## src/rtl/pin_irq_pkg.sv

```systemverilog
package pin_irq_pkg;

  typedef enum logic [3:0] {
    RG_MASK_SET = 4'd0,
    RG_MASK_CLR = 4'd1,
    RG_REQ      = 4'd2,
    RG_ASSIGN   = 4'd3,
    RG_EDGE_SET = 4'd4,
    RG_EDGE_CLR = 4'd5,
    RG_INV_SET  = 4'd6,
    RG_INV_CLR  = 4'd7,
    RG_PINS     = 4'd8,
    RG_LATCH    = 4'd9
  } reg_sel_e;

  localparam int NUM_REGS = 10;

  typedef enum logic [1:0] {
    ST_OK   = 2'd0,
    ST_SIZE = 2'd1,
    ST_MAP  = 2'd2
  } rsp_status_e;

  localparam logic [1:0] SZ_WORD = 2'd2;

  function automatic logic [31:0] route_reset(input int inst);
    case (inst)
      0, 2:    return 32'h0000_0101;
      1:       return 32'h0101_0000;
      3:       return 32'h0202_0303;
      default: return 32'h0000_0000;
    endcase
  endfunction

endpackage

```

## src/rtl/pin_irq_decode.sv

```systemverilog
module pin_irq_decode
  import pin_irq_pkg::*;
#(
  parameter int AW = 8
) (
  input  logic [AW-1:0] addr,
  input  logic [1:0]    size,
  output reg_sel_e      sel,
  output rsp_status_e   status
);
  localparam int IW = AW - 2;

  logic [IW-1:0] idx;
  logic          misaligned;
  logic          out_of_map;

  assign idx        = addr[AW-1:2];
  assign misaligned = addr[1:0] != 2'b00;
  assign out_of_map = idx > IW'(NUM_REGS - 1);
  assign sel        = reg_sel_e'(idx[3:0]);

  // size is checked before the address
  always_comb begin
    if (size != SZ_WORD)               status = ST_SIZE;
    else if (misaligned || out_of_map) status = ST_MAP;
    else                               status = ST_OK;
  end
endmodule

```

## src/rtl/pin_irq_alias_word.sv

```systemverilog
module pin_irq_alias_word #(
  parameter int N = 32
) (
  input  logic         clk,
  input  logic         rst_n,
  input  logic         set_we,
  input  logic         clr_we,
  input  logic [N-1:0] wdata,
  output logic [N-1:0] word_o
);
  always_ff @(posedge clk or negedge rst_n) begin
    if (!rst_n)      word_o <= '0;
    else if (set_we) word_o <= word_o | wdata;
    else if (clr_we) word_o <= word_o & ~wdata;
  end


  alias_hold_chk: assert property (@(posedge clk) disable iff (!rst_n)
    !(set_we || clr_we) |=> $stable(word_o));

  alias_set_chk: assert property (@(posedge clk) disable iff (!rst_n)
    set_we |=> ((word_o & $past(wdata)) == $past(wdata)));

  alias_clr_chk: assert property (@(posedge clk) disable iff (!rst_n)
    (clr_we && !set_we) |=> ((word_o & $past(wdata)) == '0));
endmodule

```

## src/rtl/pin_irq_detect.sv

```systemverilog
module pin_irq_detect #(
  parameter int N = 32
) (
  input  logic         clk,
  input  logic         rst_n,
  input  logic [N-1:0] pins_i,
  input  logic [N-1:0] invert_i,
  input  logic [N-1:0] edge_i,
  output logic [N-1:0] view_o,
  output logic [N-1:0] event_o
);
  logic [N-1:0] sync1_q, sync2_q, prev_q;

  always_ff @(posedge clk or negedge rst_n) begin
    if (!rst_n) begin
      sync1_q <= '0;
      sync2_q <= '0;
      prev_q  <= '0;
    end else begin
      sync1_q <= pins_i;
      sync2_q <= sync1_q;
      prev_q  <= view_o;
    end
  end

  assign view_o = sync2_q ^ invert_i;

  for (genvar b = 0; b < N; b++) begin : g_bit
    assign event_o[b] = edge_i[b] ? (view_o[b] & ~prev_q[b]) : view_o[b];
  end


  edge_once_chk: assert property (@(posedge clk) disable iff (!rst_n)
    (edge_i[0] && $stable(edge_i[0]) && $stable(view_o[0])) |-> !event_o[0]);
endmodule

```

## src/rtl/pin_irq_regbank.sv

```systemverilog
module pin_irq_regbank
  import pin_irq_pkg::*;
#(
  parameter int INST = 0,
  parameter int DW   = 32,
  parameter int NPIN = DW,
  parameter int AW   = 8
) (
  input  logic            clk,
  input  logic            rst_n,
  input  logic [NPIN-1:0] pins_i,
  input  logic            req_valid,
  input  logic            req_write,
  input  logic [AW-1:0]   req_addr,
  input  logic [1:0]      req_size,
  input  logic [DW-1:0]   req_wdata,
  output logic            rsp_valid,
  output logic [1:0]      rsp_status,
  output logic [DW-1:0]   rsp_rdata,
  output logic            irq_o
);
  localparam logic [DW-1:0] ROUTE_RST = DW'(route_reset(INST));

  reg_sel_e    sel;
  rsp_status_e status;
  logic        hit_wr;

  logic [NPIN-1:0] mask_w, edge_w, inv_w, view_w, event_w, latch_q, req_w;
  logic [DW-1:0]   route_q, rd_mux;

  pin_irq_decode #(.AW(AW)) u_dec (
    .addr(req_addr), .size(req_size), .sel(sel), .status(status)
  );

  assign hit_wr = req_valid && req_write && (status == ST_OK);

  pin_irq_alias_word #(.N(NPIN)) u_mask (
    .clk(clk), .rst_n(rst_n),
    .set_we(hit_wr && sel == RG_MASK_SET), .clr_we(hit_wr && sel == RG_MASK_CLR),
    .wdata(req_wdata[NPIN-1:0]), .word_o(mask_w)
  );
  pin_irq_alias_word #(.N(NPIN)) u_edge (
    .clk(clk), .rst_n(rst_n),
    .set_we(hit_wr && sel == RG_EDGE_SET), .clr_we(hit_wr && sel == RG_EDGE_CLR),
    .wdata(req_wdata[NPIN-1:0]), .word_o(edge_w)
  );
  pin_irq_alias_word #(.N(NPIN)) u_inv (
    .clk(clk), .rst_n(rst_n),
    .set_we(hit_wr && sel == RG_INV_SET), .clr_we(hit_wr && sel == RG_INV_CLR),
    .wdata(req_wdata[NPIN-1:0]), .word_o(inv_w)
  );

  pin_irq_detect #(.N(NPIN)) u_det (
    .clk(clk), .rst_n(rst_n), .pins_i(pins_i), .invert_i(inv_w),
    .edge_i(edge_w), .view_o(view_w), .event_o(event_w)
  );

  logic [NPIN-1:0] latch_clr;
  assign latch_clr = (hit_wr && sel == RG_LATCH) ? req_wdata[NPIN-1:0] : '0;

  always_ff @(posedge clk or negedge rst_n) begin
    if (!rst_n) begin
      latch_q <= '0;
      route_q <= ROUTE_RST;
    end else begin
      latch_q <= (latch_q & ~latch_clr) | event_w;
      if (hit_wr && sel == RG_ASSIGN) route_q <= req_wdata;
    end
  end

  assign req_w = latch_q & mask_w;
  assign irq_o = |req_w;

  always_comb begin
    case (sel)
      RG_MASK_SET, RG_MASK_CLR: rd_mux = DW'(mask_w);
      RG_EDGE_SET, RG_EDGE_CLR: rd_mux = DW'(edge_w);
      RG_INV_SET,  RG_INV_CLR:  rd_mux = DW'(inv_w);
      RG_REQ:                   rd_mux = DW'(req_w);
      RG_ASSIGN:                rd_mux = route_q;
      RG_PINS:                  rd_mux = DW'(view_w);
      RG_LATCH:                 rd_mux = DW'(latch_q);
      default:                  rd_mux = '0;
    endcase
  end

  always_ff @(posedge clk or negedge rst_n) begin
    if (!rst_n) begin
      rsp_valid  <= 1'b0;
      rsp_status <= ST_OK;
      rsp_rdata  <= '0;
    end else begin
      rsp_valid  <= req_valid;
      rsp_status <= req_valid ? status : ST_OK;
      rsp_rdata  <= (req_valid && !req_write && status == ST_OK) ? rd_mux : '0;
    end
  end


  rsp_follow_chk: assert property (@(posedge clk) disable iff (!rst_n)
    req_valid |=> rsp_valid);

  rsp_single_chk: assert property (@(posedge clk) disable iff (!rst_n)
    !req_valid |=> !rsp_valid);

  size_first_chk: assert property (@(posedge clk) disable iff (!rst_n)
    (req_valid && req_size != SZ_WORD) |=> (rsp_status == ST_SIZE && rsp_rdata == '0));

  bad_write_chk: assert property (@(posedge clk) disable iff (!rst_n)
    (req_valid && req_write && status != ST_OK) |=> $stable(route_q));

  latch_sticky_chk: assert property (@(posedge clk) disable iff (!rst_n)
    !(hit_wr && sel == RG_LATCH) |=> ((latch_q & $past(latch_q)) == $past(latch_q)));
endmodule

```

## config.mk

```make
export PLATFORM = sky130hd
export DESIGN_NAME = pin_irq_regbank
export DESIGN_NICKNAME = d
export VERILOG_FILES = /design/src/rtl/pin_irq_pkg.sv /design/src/rtl/pin_irq_decode.sv /design/src/rtl/pin_irq_alias_word.sv /design/src/rtl/pin_irq_detect.sv /design/src/rtl/pin_irq_regbank.sv
export SDC_FILE = /design/constraint.sdc
export NUM_CORES = 1
export LEC_CHECK = 0
export BUFFER_PORTS_ARGS = -buffer_cell sky130_fd_sc_hd__buf_2
export CAP_MARGIN = 0
export CORE_MARGIN = 3
export CORE_UTILIZATION = 50
export DETAILED_ROUTE_END_ITERATION = 8
export HOLD_SLACK_MARGIN = 0.06
export PLACE_DENSITY = 0.8
export SYNTH_ARGS = -nofsm -noshare
export SYNTH_HDL_FRONTEND = slang
export SYNTH_SLANG_ARGS = --single-unit
export TNS_END_PERCENT = 100
```

## constraint.sdc

```tcl
create_clock -name clk -period 1.8 [get_ports clk]
set_clock_uncertainty 0.15 [all_clocks]
set_input_delay 0.09 -clock clk [delete_from_list [all_inputs] [get_ports clk]]
set_output_delay 0.09 -clock clk [all_outputs]
set_load 0.05 [all_outputs]
```

==> metrics.md, run 1 <==
| Metric | Value |
|---|---|
| CP Max Fanout | `4` |
| Starting density of the core | `between 50% and 60%` |
| Final #Nets | `~1500` |
| Setup_tns | `-0.8061 ns` |
| Worst Setup EP | `irq_o` |
| DP Worst Slack | `-0.2313 ns` |
| Worst-path clk slew | `0.06 ns` |
| Flop-to-flop setup slack | `roughly 0.37 ns` |
| CTS Root Buffer Type | `clkbuf_16` |
| Max Cap Viol | `0` |
| Ys flop type | `dfrtp_1` |
| Dpl hpwl | `21780 um` |
| Fin crit share | `134.8%` |
| Wirelength per Cell | `roughly 22 um` |
| CTS tree | `built` |
| Failing checks | `negative setup slack` |
| Hold depth | `6` |
| Post-synth EDFFs | `0` |
| I/O pin cnt | `between 100 and 150` |
| RSZ-0062 raised after global routing | `yes` |
| Slew @ Worst Pin | `0.6130 ns` |
| Routability cong. | `0.8650` |
| Crit path launch type | `register` |
| Fin util | `between 60 and 70%` |
| Mapped Nets | `1144` |
| Top post-synthesis cells by area | `dfrtp_1 58%, mux2i_1 9.3%, nand2_1 3.9%, a22oi_1 2.9%, a31oi_1 2.8%` |
| Final min period | `~2.4 ns` |
| Worst Path Required | `1.56 ns` |
| Cell taking the most area after synthesis | `dfrtp_1` |
| Clk sink count | `a little under 300` |
| Vias | `10373` |
| DRT antenna net count | `0` |
| #FFs+latches synth | `slightly below 300` |
| Fmax | `between 0.4 and 0.5 GHz` |
| Crit Reg-Reg Endpoint | `rsp_rdata[9]` |
| Area taken by multi-input logic gates | `~4700 um2` |
| CP arrival | `approximately 2.2 ns` |
| Hold Vio Cnt, Final | `0` |
| Die Ht | `163.9 um` |
| Hold crit path type | `input port to register` |
| # fillers | `about 1600` |
| Async set-or-reset flop fraction in the synthesized netlist | `100.0%` |
| Synth Area per Inst | `11.69 um2` |
| Fin cells | `around 1700` |
| Critical path class | `register to output pin` |
| Sequential Area | `about 7300 um2` |
| Tot GR Track Use | `approximately 27%` |
| Status | `finished, violations left` |
| # setup viols final | `12` |
| Core area | `about 24000 um2` |
| Placed Instances | `1550` |
| Vias in the first global route | `~10000` |
| Port bufs | `113` |
| Netlist Area Pre-Place | `12460 um2` |
| First-pass GRT wire length | `approximately 57000 um` |
| Yosys cell types | `40` |
| GRT overflow | `0` |
| Drt first-iter violations | `between 1000 and 1500` |
| Synth Warn # | `0` |
| Pwr per Cell Area | `855.4 nW/um2` |
| Count of pins over their slew limit | `0` |
| Die area | `about 27000 um2` |
| Max_slew headroom | `59.13%` |
| Drt pass-1 iters | `5` |
| Peak supply drop | `1.271 mV` |
| H-tree levels | `1` |
| Skew-Pair Late Insertion Delay | `0.56 ns` |
| CP endpoint kind | `output pin` |
| Site Rows | `57` |
| Clock buffer depth | `3` |
| Top-area cell type share of the netlist area | `roughly 58%` |
| Routed wire length | `approximately 38000 um` |
| Leak Pwr | `about 8.7 nW` |
| Cts bufs inserted | `30` |
| Sequential fraction of the synthesis area | `between 50% and 60%` |
| Worst Reg-to-Reg Cells | `3` |
| Die W | `roughly 160 um` |
| Initial antenna violation count | `1` |
| DR DRC count | `0` |
| Final worst slack | `-0.6271 ns` |
| Largest net degree at the start of global routing | `between 50 and 60` |
| Area delta synth->final | `34.96%` |
| Reg-to-Reg Start | `u_det.sync2_q[9]` |
| WHS | `slightly above 0.07 ns` |
| Synthesized instance count | `~1100` |
| Layout cells sized above 1 | `between 20% and 30%` |
| Avg Vias per Cell | `5.972` |
[per-layer routing]
| metal | part of all wire (%) | global-route usage [%] | up-vias |
|---|---|---|---|
| met5 | 0 | 0 | - |
| met4 | 4.2 | 10.03 | 0 |
| met3 | 10 | 5.776 | 159 |
| met2 | 47 | 43.72 | 687 |
| met1 | 39 | 35.57 | 5142 |
| li1 | - | - | 4385 |
[logic make-up after synthesis]
kind of cell | synth area share [%]
simple gates | 8.174
xor+xnor | 2.249
mux | 12.21
flops | 58.47
compound gates | 13.56
buf+inv | 5.342
[placed cells by master (no fill, tap or decap), types with 3 or more instances in the layout]
| master | n |
|---|---|
| a211o_1 | 32 |
| a21o_1 | 32 |
| a21oi_1 | 33 |
| a22o_1 | 32 |
| a22oi_1 | 38 |
| a22oi_2 | 10 |
| a31oi_1 | 46 |
| a31oi_2 | 7 |
| a31oi_4 | 3 |
| and3_1 | 10 |
| buf_12 | 15 |
| buf_2 | 109 |
| buf_4 | 104 |
| buf_6 | 15 |
| buf_8 | 3 |
| bufinv_16 | 3 |
| clkbuf_1 | 9 |
| clkbuf_16 | 34 |
| clkbuf_8 | 8 |
| dfrtp_1 | 289 |
| dlygate4sd3_1 | 111 |
| inv_1 | 86 |
| mux2_2 | 29 |
| mux2i_1 | 115 |
| nand2_1 | 129 |
| nand3_1 | 30 |
| nand3_2 | 10 |
| nand4_1 | 4 |
| xor2_1 | 32 |
[critical path, cell delays in order, from the launching register on]
cell and delay [ns]:
dfrtp_1 0.42, a22oi_1 0.29, nand4_1 0.17, or4_4 0.58
buf_8 0.17
[repair_timing]
| action | CTS | global route |
|---|---|---|
| gates cloned | 0 | 7 |
| setup endpoints to repair | 1 | 105 |
| hold buffers | 112 | 0 |
| endpoints found under the hold margin | 505 | 0 |
| buffers inserted | 0 | 11 |
| gates resized for setup | 11 | 51 |
| pin swaps | 3 | 8 |
[area by class of cell]
type / instances / share of cell area [%]
Timing Repair Buffer: 361 / 18.07
Clock inverter: 8 / 0.7441
Antenna cell: 1 / 0.01488
Sequential cell: 291 / 43.32
Multi-Input combinational cell: 617 / 28.02
Tap cell: 324 / 2.411
Inverter: 87 / 1.942
Clock buffer: 48 / 5.469
[cells in the mapped netlist, types with 13 or more instances]
cell / number
a22o_1: 32
a21o_1: 32
xor2_1: 32
buf_2: 13
a211o_1: 32
a31oi_1: 56
mux2i_1: 116
a21oi_1: 33
mux2_2: 31
dfrtp_1: 289
nand2_1: 130
inv_1: 86
nand3_1: 30
a22oi_1: 48
clkbuf_1: 44
[stage by stage]
step | total power, W | area [um2]
floorplan | 0.007223 | 12460
global placement | 0.007708 | 14190
detailed placement | 0.007727 | 14190
CTS | 0.01439 | 16400
global route | 0.01481 | 16810
finish | 0.01438 | 16810
[power breakdown]
part	total, W	switching, W	internal, W
combinational	0.00113	0.000647	0.000483
sequential	0.00675	0.0000682	0.00668
clock	0.00651	0.00259	0.00392
total	0.0144	0.00331	0.0111
[how the worst min path moves through the flow]
stage	start	endpoint	slack, ns
finish	req_addr[6]	register	0.07
global route	req_addr[6]	register	0.1
CTS	req_addr[5]	rsp_rdata[3]	0.07
detailed placement	rst_n	u_det.sync2_q[6]	-0.12
global placement	rst_n	u_det.sync1_q[6]	-0.13
floorplan	rst_n	async pin	-0.36
(Power assumes the default switching activity.)
==> inputs of run 2 (changes only) <==
--- a/config.mk
+++ b/config.mk
@@ -5,10 +5,12 @@
 export SDC_FILE = /design/constraint.sdc
 export NUM_CORES = 1
 export LEC_CHECK = 0
+export ABC_AREA = 1
 export BUFFER_PORTS_ARGS = -buffer_cell sky130_fd_sc_hd__buf_2
 export CAP_MARGIN = 0
 export CORE_MARGIN = 3
 export CORE_UTILIZATION = 50
+export CTS_CLUSTER_DIAMETER = 120
 export DETAILED_ROUTE_END_ITERATION = 8
 export HOLD_SLACK_MARGIN = 0.06
 export PLACE_DENSITY = 0.8
==> metrics.md, run 2 <==
| Metric | Value |
|---|---|
| Status | `finished, violations left (unchanged)` |
| Failing checks | `negative setup slack (unchanged)` |
| I/O pin cnt | `114 (unchanged)` |
| ANT cells | `0 (was 1)` |
| CP dominant cell by count | `nand2_1` |
| Pwr per Cell Area | `813.8 nW/um2 (was 855.4 nW/um2)` |
| Yosys cell types | `22 (was 40)` |
| CP bufs+invs | `1 (unchanged)` |
| Vias | `13379 (was 10373)` |
| Flop-to-flop setup slack | `0.48 ns (was 0.37 ns)` |
| Final min period | `2.087 ns (was 2.427 ns)` |
| Critical path class | `register to output pin (unchanged)` |
| Crit-path cells | `nand2_1 > nand2_2 > nor2_4 > nand4_1 > nor2_1 > nand2_1 > buf_6 (was a22oi_1 > nand4_1 > or4_4 > buf_8)` |
| H-tree levels | `1 (unchanged)` |
| Crit path max-delay family | `simple AND/OR/NAND/NOR gates (unchanged)` |
| Synth Area per Inst | `7.785 um2 (was 11.69 um2)` |
| Critical-path top delay cell | `dfrtp_1 (was or4_4)` |
| Drt pass-1 iters | `8 (was 5)` |
| Clock buffer depth | `3 (unchanged)` |
| Max_slew headroom | `66.92% (was 59.13%)` |
| Sequential fraction of the synthesis area | `52.81% (was 58.47%)` |
| WHS | `0.1374 ns (was 0.07267 ns)` |
| CP arrival | `1.85 ns (was 2.19 ns)` |
| Crit path launch type | `register (unchanged)` |
| Drt first-iter violations | `1572 (was 1225)` |
| Final worst slack | `-0.2866 ns (was -0.6271 ns)` |
| Commonest non-fill, non-tap cell in the layout | `nand2_1 (was dfrtp_1)` |
| # setup viols final | `1 (was 12)` |
| Power Total | `0.01411 W (was 0.01438 W)` |
| Vias in the first global route | `13227 (was 10485)` |
| Ys flop type | `dfrtp_1 (unchanged)` |
| CP endpoint kind | `output pin (unchanged)` |
| Layout cells sized above 1 | `14.17% (was 26.49%)` |
| Initial antenna violation count | `1 (unchanged)` |
| Int Power | `0.01066 W (was 0.01108 W)` |
| Net Switching | `0.003454 W (was 0.003306 W)` |
| Hold Path Origin | `req_addr[1] (was req_addr[6])` |
| Clock share of power | `43.7% (was 45.2%)` |
| GRT overflow | `0 (unchanged)` |
| DP Worst Slack | `0.09024 ns (was -0.2313 ns)` |
| Worst Reg-to-Reg Cells | `7 (was 3)` |
| Count of pins over their slew limit | `0 (unchanged)` |
| Leak Pwr | `8.687 nW (was 8.707 nW)` |
| CTS Root Buffer Type | `clkbuf_16 (unchanged)` |
| Critical Path Stages | `7 (was 4)` |
| Starting density of the core | `51.04% (was 51.08%)` |
| Synth Warn # | `0 (unchanged)` |
| Tot GR Track Use | `28.21% (was 26.84%)` |
| Die Ht | `172.1 um (was 163.9 um)` |
| DR DRC count | `0 (unchanged)` |
| Cts bufs inserted | `31 (was 30)` |
| Routed wire length | `42300 um (was 38160 um)` |
| Wirelength per Cell | `18.09 um (was 21.97 um)` |
| Seq pwr share | `47.7% (was 46.9%)` |
| Clk sink count | `291 (unchanged)` |
| Count leader, synth | `nand2_1 (was dfrtp_1)` |
| Fmax | `0.4792 GHz (was 0.4120 GHz)` |
| Cell taking the most area after synthesis | `dfrtp_1 (unchanged)` |
| Async set-or-reset flop fraction in the synthesized netlist | `100.0% (unchanged)` |
| Mapped Nets | `1850 (was 1144)` |
| Synthesized instance count | `1772 (was 1066)` |
| Synth top cells by count | `630 x nand2_1, 289 x dfrtp_1, 225 x nand3_1 (was 289 x dfrtp_1, 130 x nand2_1, 116 x mux2i_1)` |
| Placed Instances | `2157 (was 1550)` |
| Reg-to-Reg Start | `u_det.sync2_q[0] (was u_det.sync2_q[9])` |
| Max Cap Viol | `0 (unchanged)` |
| DRT antenna net count | `0 (unchanged)` |
| Largest net degree at the start of global routing | `65 (was 54)` |
| Avg Vias per Cell | `5.722 (was 5.972)` |
| Top-area cell type share of the netlist area | `52.43% (was 58.04%)` |
| Die W | `172.1 um (was 163.9 um)` |
| First-pass GRT wire length | `67530 um (was 56670 um)` |
| Slew @ Worst Pin | `0.4962 ns (was 0.6130 ns)` |
| Net Sw Frac | `24.48% (was 22.98%)` |
| Dpl hpwl | `25450 um (was 21780 um)` |
| Logic pwr share | `8.7% (was 7.9%)` |
| Peak supply drop | `0.8218 mV (was 1.271 mV)` |
| Max incr delay on CP | `0.40 ns (was 0.58 ns)` |
| Most frequent cells in the layout | `620 x nand2_1, 289 x dfrtp_1, 225 x nand3_1, 132 x inv_1, 132 x nand4_1 (was 289 x dfrtp_1, 129 x nand2_1, 115 x mux2i_1, 111 x dlygate4sd3_1, 109 x buf_2)` |
| Post-synth EDFFs | `0 (unchanged)` |
| #FFs+latches synth | `291 (unchanged)` |
| Hold crit path type | `input port to register (unchanged)` |
| Crit Reg-Reg Endpoint | `rsp_rdata[0] (was rsp_rdata[9])` |
| Final #Nets | `2051 (was 1466)` |
| Fin cells | `2338 (was 1737)` |
| Die area | `29620 um2 (was 26850 um2)` |
| Top post-synthesis cells by area | `dfrtp_1 52%, nand2_1 17%, nand3_1 8.2%, nand4_1 6.0%, inv_1 3.6% (was dfrtp_1 58%, mux2i_1 9.3%, nand2_1 3.9%, a22oi_1 2.9%, a31oi_1 2.8%)` |
| Site Rows | `60 (was 57)` |
| Fin crit share | `115.9% (was 134.8%)` |
| RSZ-0062 raised after global routing | `yes (unchanged)` |
| Worst-path clk slew | `0.06 ns (about the same)` |
| Hold Vio Cnt, Final | `0 (unchanged)` |
| Worst Path Required | `1.56 ns (about the same)` |
| Core area | `27030 um2 (was 24390 um2)` |
| CTS tree | `built (unchanged)` |
| Skew-Pair Late Insertion Delay | `0.56 ns (about the same)` |
| Hold depth | `8 (was 6)` |
| Port bufs | `113 (unchanged)` |
| Netlist Area Pre-Place | `13790 um2 (was 12460 um2)` |
| Area delta synth->final | `25.69% (was 34.96%)` |
| CP Max Fanout | `3 (was 4)` |
| Routability cong. | `0.9718 (was 0.8650)` |
==> run 2: logic make-up (layout without fill, tap and decap cells) <==
logic type	count (synthesis)	count (layout)	synth area share, %
AOI/OAI and AO/OA	65	65	2.376
DFF	291	291	52.81
buffers and inverters	274	499	8.299
and+or+nand+nor	1142	1142	36.52
==> run 2: worst max-delay path by stage <==
stage	from	endpoint	slack (ns)
after floorplan	req_size[0]	register	0.41
after global placement	req_addr[4]	rsp_rdata[15]	0.14
after detailed placement	req_addr[4]	register	0.09
after CTS	latch_q[7]	irq_o	-0.27
after global routing	latch_q[11]	irq_o	-0.37
final	latch_q[11]	irq_o	-0.29
==> run 2: what timing repair did <==
item | CTS | global route
gates resized for setup | 12 | 12
hold buffers | 110 | 0
buffers inserted | 7 | 7
pin swaps | 7 | 11
endpoints found under the hold margin | 518 | 0
setup endpoints to repair | 1 | 31
cloned | 0 | 0
==> run 2: area by class of cell <==
| cell class | instances | area, um2 |
|---|---|---|
| sequential | 291 | 7284 |
| inverter | 136 | 510.5 |
| fill | 2179 | 9688 |
| multi-input combinational | 1207 | 5472 |
| timing repair buffer | 306 | 2655 |
| clock buffer | 42 | 877.1 |
| tap | 341 | 426.7 |
| clock inverter | 15 | 112.6 |
==> run 2: through the flow <==
step / util, % / TNS, ns / instance area [um2]
floorplan: - / 0 / 13790
detailed placement: 55.74 / 0 / 15060
global placement: 55.74 / 0 / 15060
global route: 64.15 / -0.4082 / 17340
finish: 64.15 / -0.2866 / 17340
CTS: 63.80 / -0.2739 / 17240
==> run 2: worst register-to-register path: stages, from the launching register on <==
cell and delay, ns:
dfrtp_1 0.43, inv_1 0.07, nand2_1 0.05, nand2_1 0.12
nand2_1 0.07, nand2_1 0.06, nor2_1 0.04, a21oi_1 0.23
==> run 2: power groups by stage <==
stage / clock [W] / combinational [W] / sequential, W
2_1_floorplan: 0 / 0.000441 / 0.00684
3_3_place_gp: 0 / 0.000971 / 0.00684
3_5_place_dp: 0 / 0.000988 / 0.00685
4_1_cts: 0.00625 / 0.00119 / 0.00673
5_1_grt: 0.00654 / 0.00131 / 0.00674
6_report: 0.00616 / 0.00122 / 0.00673
==> run 2: per-layer routing <==
| layer | GRT usage, % | routed length, um | up-vias |
|---|---|---|---|
| li1 | - | - | 6101 |
| met1 | 37.11 | 16390 | 6342 |
| met5 | 0 | 7 | - |
| met4 | 11.84 | 1583 | 2 |
| met3 | 5.327 | 4286 | 152 |
| met2 | 46.18 | 20030 | 782 |
==> inputs of run 3 (changes only) <==
--- a/config.mk
+++ b/config.mk
@@ -6,7 +6,7 @@
 export NUM_CORES = 1
 export LEC_CHECK = 0
 export ABC_AREA = 1
-export BUFFER_PORTS_ARGS = -buffer_cell sky130_fd_sc_hd__buf_2
+export BUFFER_PORTS_ARGS = -buffer_cell sky130_fd_sc_hd__clkbuf_2
 export CAP_MARGIN = 0
 export CORE_MARGIN = 3
 export CORE_UTILIZATION = 50
==> metrics.md, run 3 (synthesized netlist as in run 2, its figures left out) <==
| Metric | Value |
|---|---|
| # setup viols final | `1 (unchanged)` |
| CP arrival | `1.80 ns (was 1.85 ns)` |
| WL met3 | `4885 um (was 4286 um)` |
| Port bufs | `113 (unchanged)` |
| Most frequent cells in the layout | `617 x nand2_1, 289 x dfrtp_1, 225 x nand3_1, 132 x nand4_1, 130 x inv_1 (was 620 x nand2_1, 289 x dfrtp_1, 225 x nand3_1, 132 x inv_1, 132 x nand4_1)` |
| ANT cells | `0 (unchanged)` |
| Worst Path Required | `1.56 ns (about the same)` |
| Crit path launch type | `register (unchanged)` |
| CTS tree | `built (unchanged)` |
| Final #Nets | `2059 (was 2051)` |
| GRT overflow | `0 (unchanged)` |
| Drt pass-1 iters | `6 (was 8)` |
| I/O pin cnt | `114 (unchanged)` |
| Skew-Pair Late Insertion Delay | `0.57 ns (was 0.56 ns)` |
| Setup_tns | `-0.2418 ns (was -0.2866 ns)` |
| Area taken by multi-input logic gates | `5477 um2 (was 5472 um2)` |
| Final worst slack | `-0.2418 ns (was -0.2866 ns)` |
| Cts bufs inserted | `31 (unchanged)` |
| Sequential Area | `7284 um2 (unchanged)` |
| CP Max Fanout | `3 (unchanged)` |
| CTS Root Buffer Type | `clkbuf_16 (unchanged)` |
| First-pass GRT wire length | `68150 um (was 67530 um)` |
| DR DRC count | `0 (unchanged)` |
| Top Layer Used | `met4 (was met5)` |
| Fmax | `0.4898 GHz (was 0.4792 GHz)` |
| Die W | `172.1 um (unchanged)` |
| DRT antenna net count | `0 (unchanged)` |
| Die area | `29620 um2 (unchanged)` |
| Layout cells sized above 1 | `14.63% (was 14.17%)` |
| H-tree levels | `1 (unchanged)` |
| Core area | `27030 um2 (unchanged)` |
| Tot GR Track Use | `28.80% (was 28.21%)` |
| Hold endpoint | `rsp_status[1]` |
| Site Rows | `60 (unchanged)` |
| Worst Setup SP | `latch_q[27] (was latch_q[11])` |
| Max Cap Viol | `0 (unchanged)` |
| Critical path class | `register to output pin (unchanged)` |
| WL met2 | `19880 um (was 20030 um)` |
| RSZ-0062 raised after global routing | `yes (unchanged)` |
| Starting density of the core | `51.04% (unchanged)` |
| Status | `finished, violations left (unchanged)` |
| Slew @ Worst Pin | `0.5164 ns (was 0.4962 ns)` |
| Max_slew headroom | `65.58% (was 66.92%)` |
| Routed wire length | `43020 um (was 42300 um)` |
| Clk sink count | `291 (unchanged)` |
| Avg Vias per Cell | `5.789 (was 5.722)` |
| # fillers | `2200 (was 2179)` |
| Leak Pwr | `8.700 nW (was 8.687 nW)` |
| Peak supply drop | `0.7730 mV (was 0.8218 mV)` |
| Flop-to-flop setup slack | `0.33 ns (was 0.48 ns)` |
| Largest net degree at the start of global routing | `81 (was 65)` |
| CP endpoint kind | `output pin (unchanged)` |
| DP Worst Slack | `0.07928 ns (was 0.09024 ns)` |
| Commonest non-fill, non-tap cell in the layout | `nand2_1 (unchanged)` |
| Clock buffer depth | `3 (unchanged)` |
| Hold crit path type | `input port to register (unchanged)` |
| Routability cong. | `0.9601 (was 0.9718)` |
| Hold depth | `6 (was 8)` |
| Count of pins over their slew limit | `0 (unchanged)` |
| Fin crit share | `113.4% (was 115.9%)` |
| Met1 wire length | `16220 um (was 16390 um)` |
| Vias | `13570 (was 13379)` |
| Dpl hpwl | `25740 um (was 25450 um)` |
| Area delta synth->final | `26.04% (was 25.69%)` |
| Failing checks | `negative setup slack (unchanged)` |
| Worst Reg-to-Reg Cells | `7 (unchanged)` |
| Initial antenna violation count | `0 (was 1)` |
| Worst-path clk slew | `0.06 ns (about the same)` |
| Die Ht | `172.1 um (unchanged)` |
| Vias in the first global route | `13290 (was 13227)` |
| Wirelength per Cell | `18.35 um (was 18.09 um)` |
| Crit Reg-Reg Endpoint | `rsp_rdata[16] (was rsp_rdata[0])` |
| Final min period | `2.042 ns (was 2.087 ns)` |
| Hold Vio Cnt, Final | `0 (unchanged)` |
| Hold Path Origin | `req_addr[3] (was req_addr[1])` |
| Drt first-iter violations | `1610 (was 1572)` |
| Pwr per Cell Area | `822.5 nW/um2 (was 813.8 nW/um2)` |
-- run 3: cell types whose count changed in the layout (fill, tap and decap cells not counted), sizes merged --
cell         change
clkbuf         +110
buf            -105
clkinv           -3
bufinv           +2
dlygate4sd3      +1
inv              +1
-- run 3: worst max-delay path by stage --
stage	slack [ns]	end
after floorplan	0.41	register
after global placement	0.11	register
after detailed placement	0.08	register
after CTS	-0.27	irq_o
after global routing	-0.30	irq_o
final	-0.24	irq_o
-- run 3: metal layers --
metal / vias up / global-route usage, %
li1: 6106 / -
met1: 6363 / 37.89
met2: 897 / 45.87
met3: 204 / 5.898
met4: 0 / 14.06
met5: - / 0
-- run 3: critical path: stages, from the launching register on --
cell and delay, ns:
dfrtp_1 0.42, nand2_2 0.10, nand2_2 0.08, nor2_4 0.13, nand4_1 0.11, nor2_1 0.14
nand2_2 0.10, buf_8 0.16
-- run 3: power breakdown --
part / internal, W / leakage (nW) / switching, W
logic: 0.000443 / 4.54 / 0.000796
registers: 0.00667 / 3.66 / 0.0000574
clock network: 0.00370 / 0.493 / 0.00264
total: 0.0108 / 8.70 / 0.00349
-- run 3: through the flow --
stage	instances	util, %	power (W)	hold slack, ns	cell area [um2]
after floorplan	1772	-	0.007283	-0.3556	13790
after global routing	2344	64.33	0.01474	0.1459	17390
after global placement	2160	55.69	0.007806	-0.07946	15050
final	2344	64.33	0.01430	0.1143	17390
after detailed placement	2160	55.69	0.007829	-0.08199	15050
after CTS	2340	64.02	0.01433	0.08291	17300
-- run 3: repair_timing --
item,CTS,global route
buffers inserted,14,3
endpoints found under the setup margin,1,48
hold endpoints to repair,488,0
gates resized for setup,12,15
pin swaps,6,11
gates cloned,0,1
hold buffers,111,0
-- run 3: area by class of cell --
class                      instances  share of cell area [%]
clock buffer                      40                   4.829
clock inverter                    15                  0.9139
inverter                         136                   2.936
multi-input combinational       1207                   31.50
sequential                       291                   41.90
tap                              341                   2.454
timing repair buffer             314                   15.47
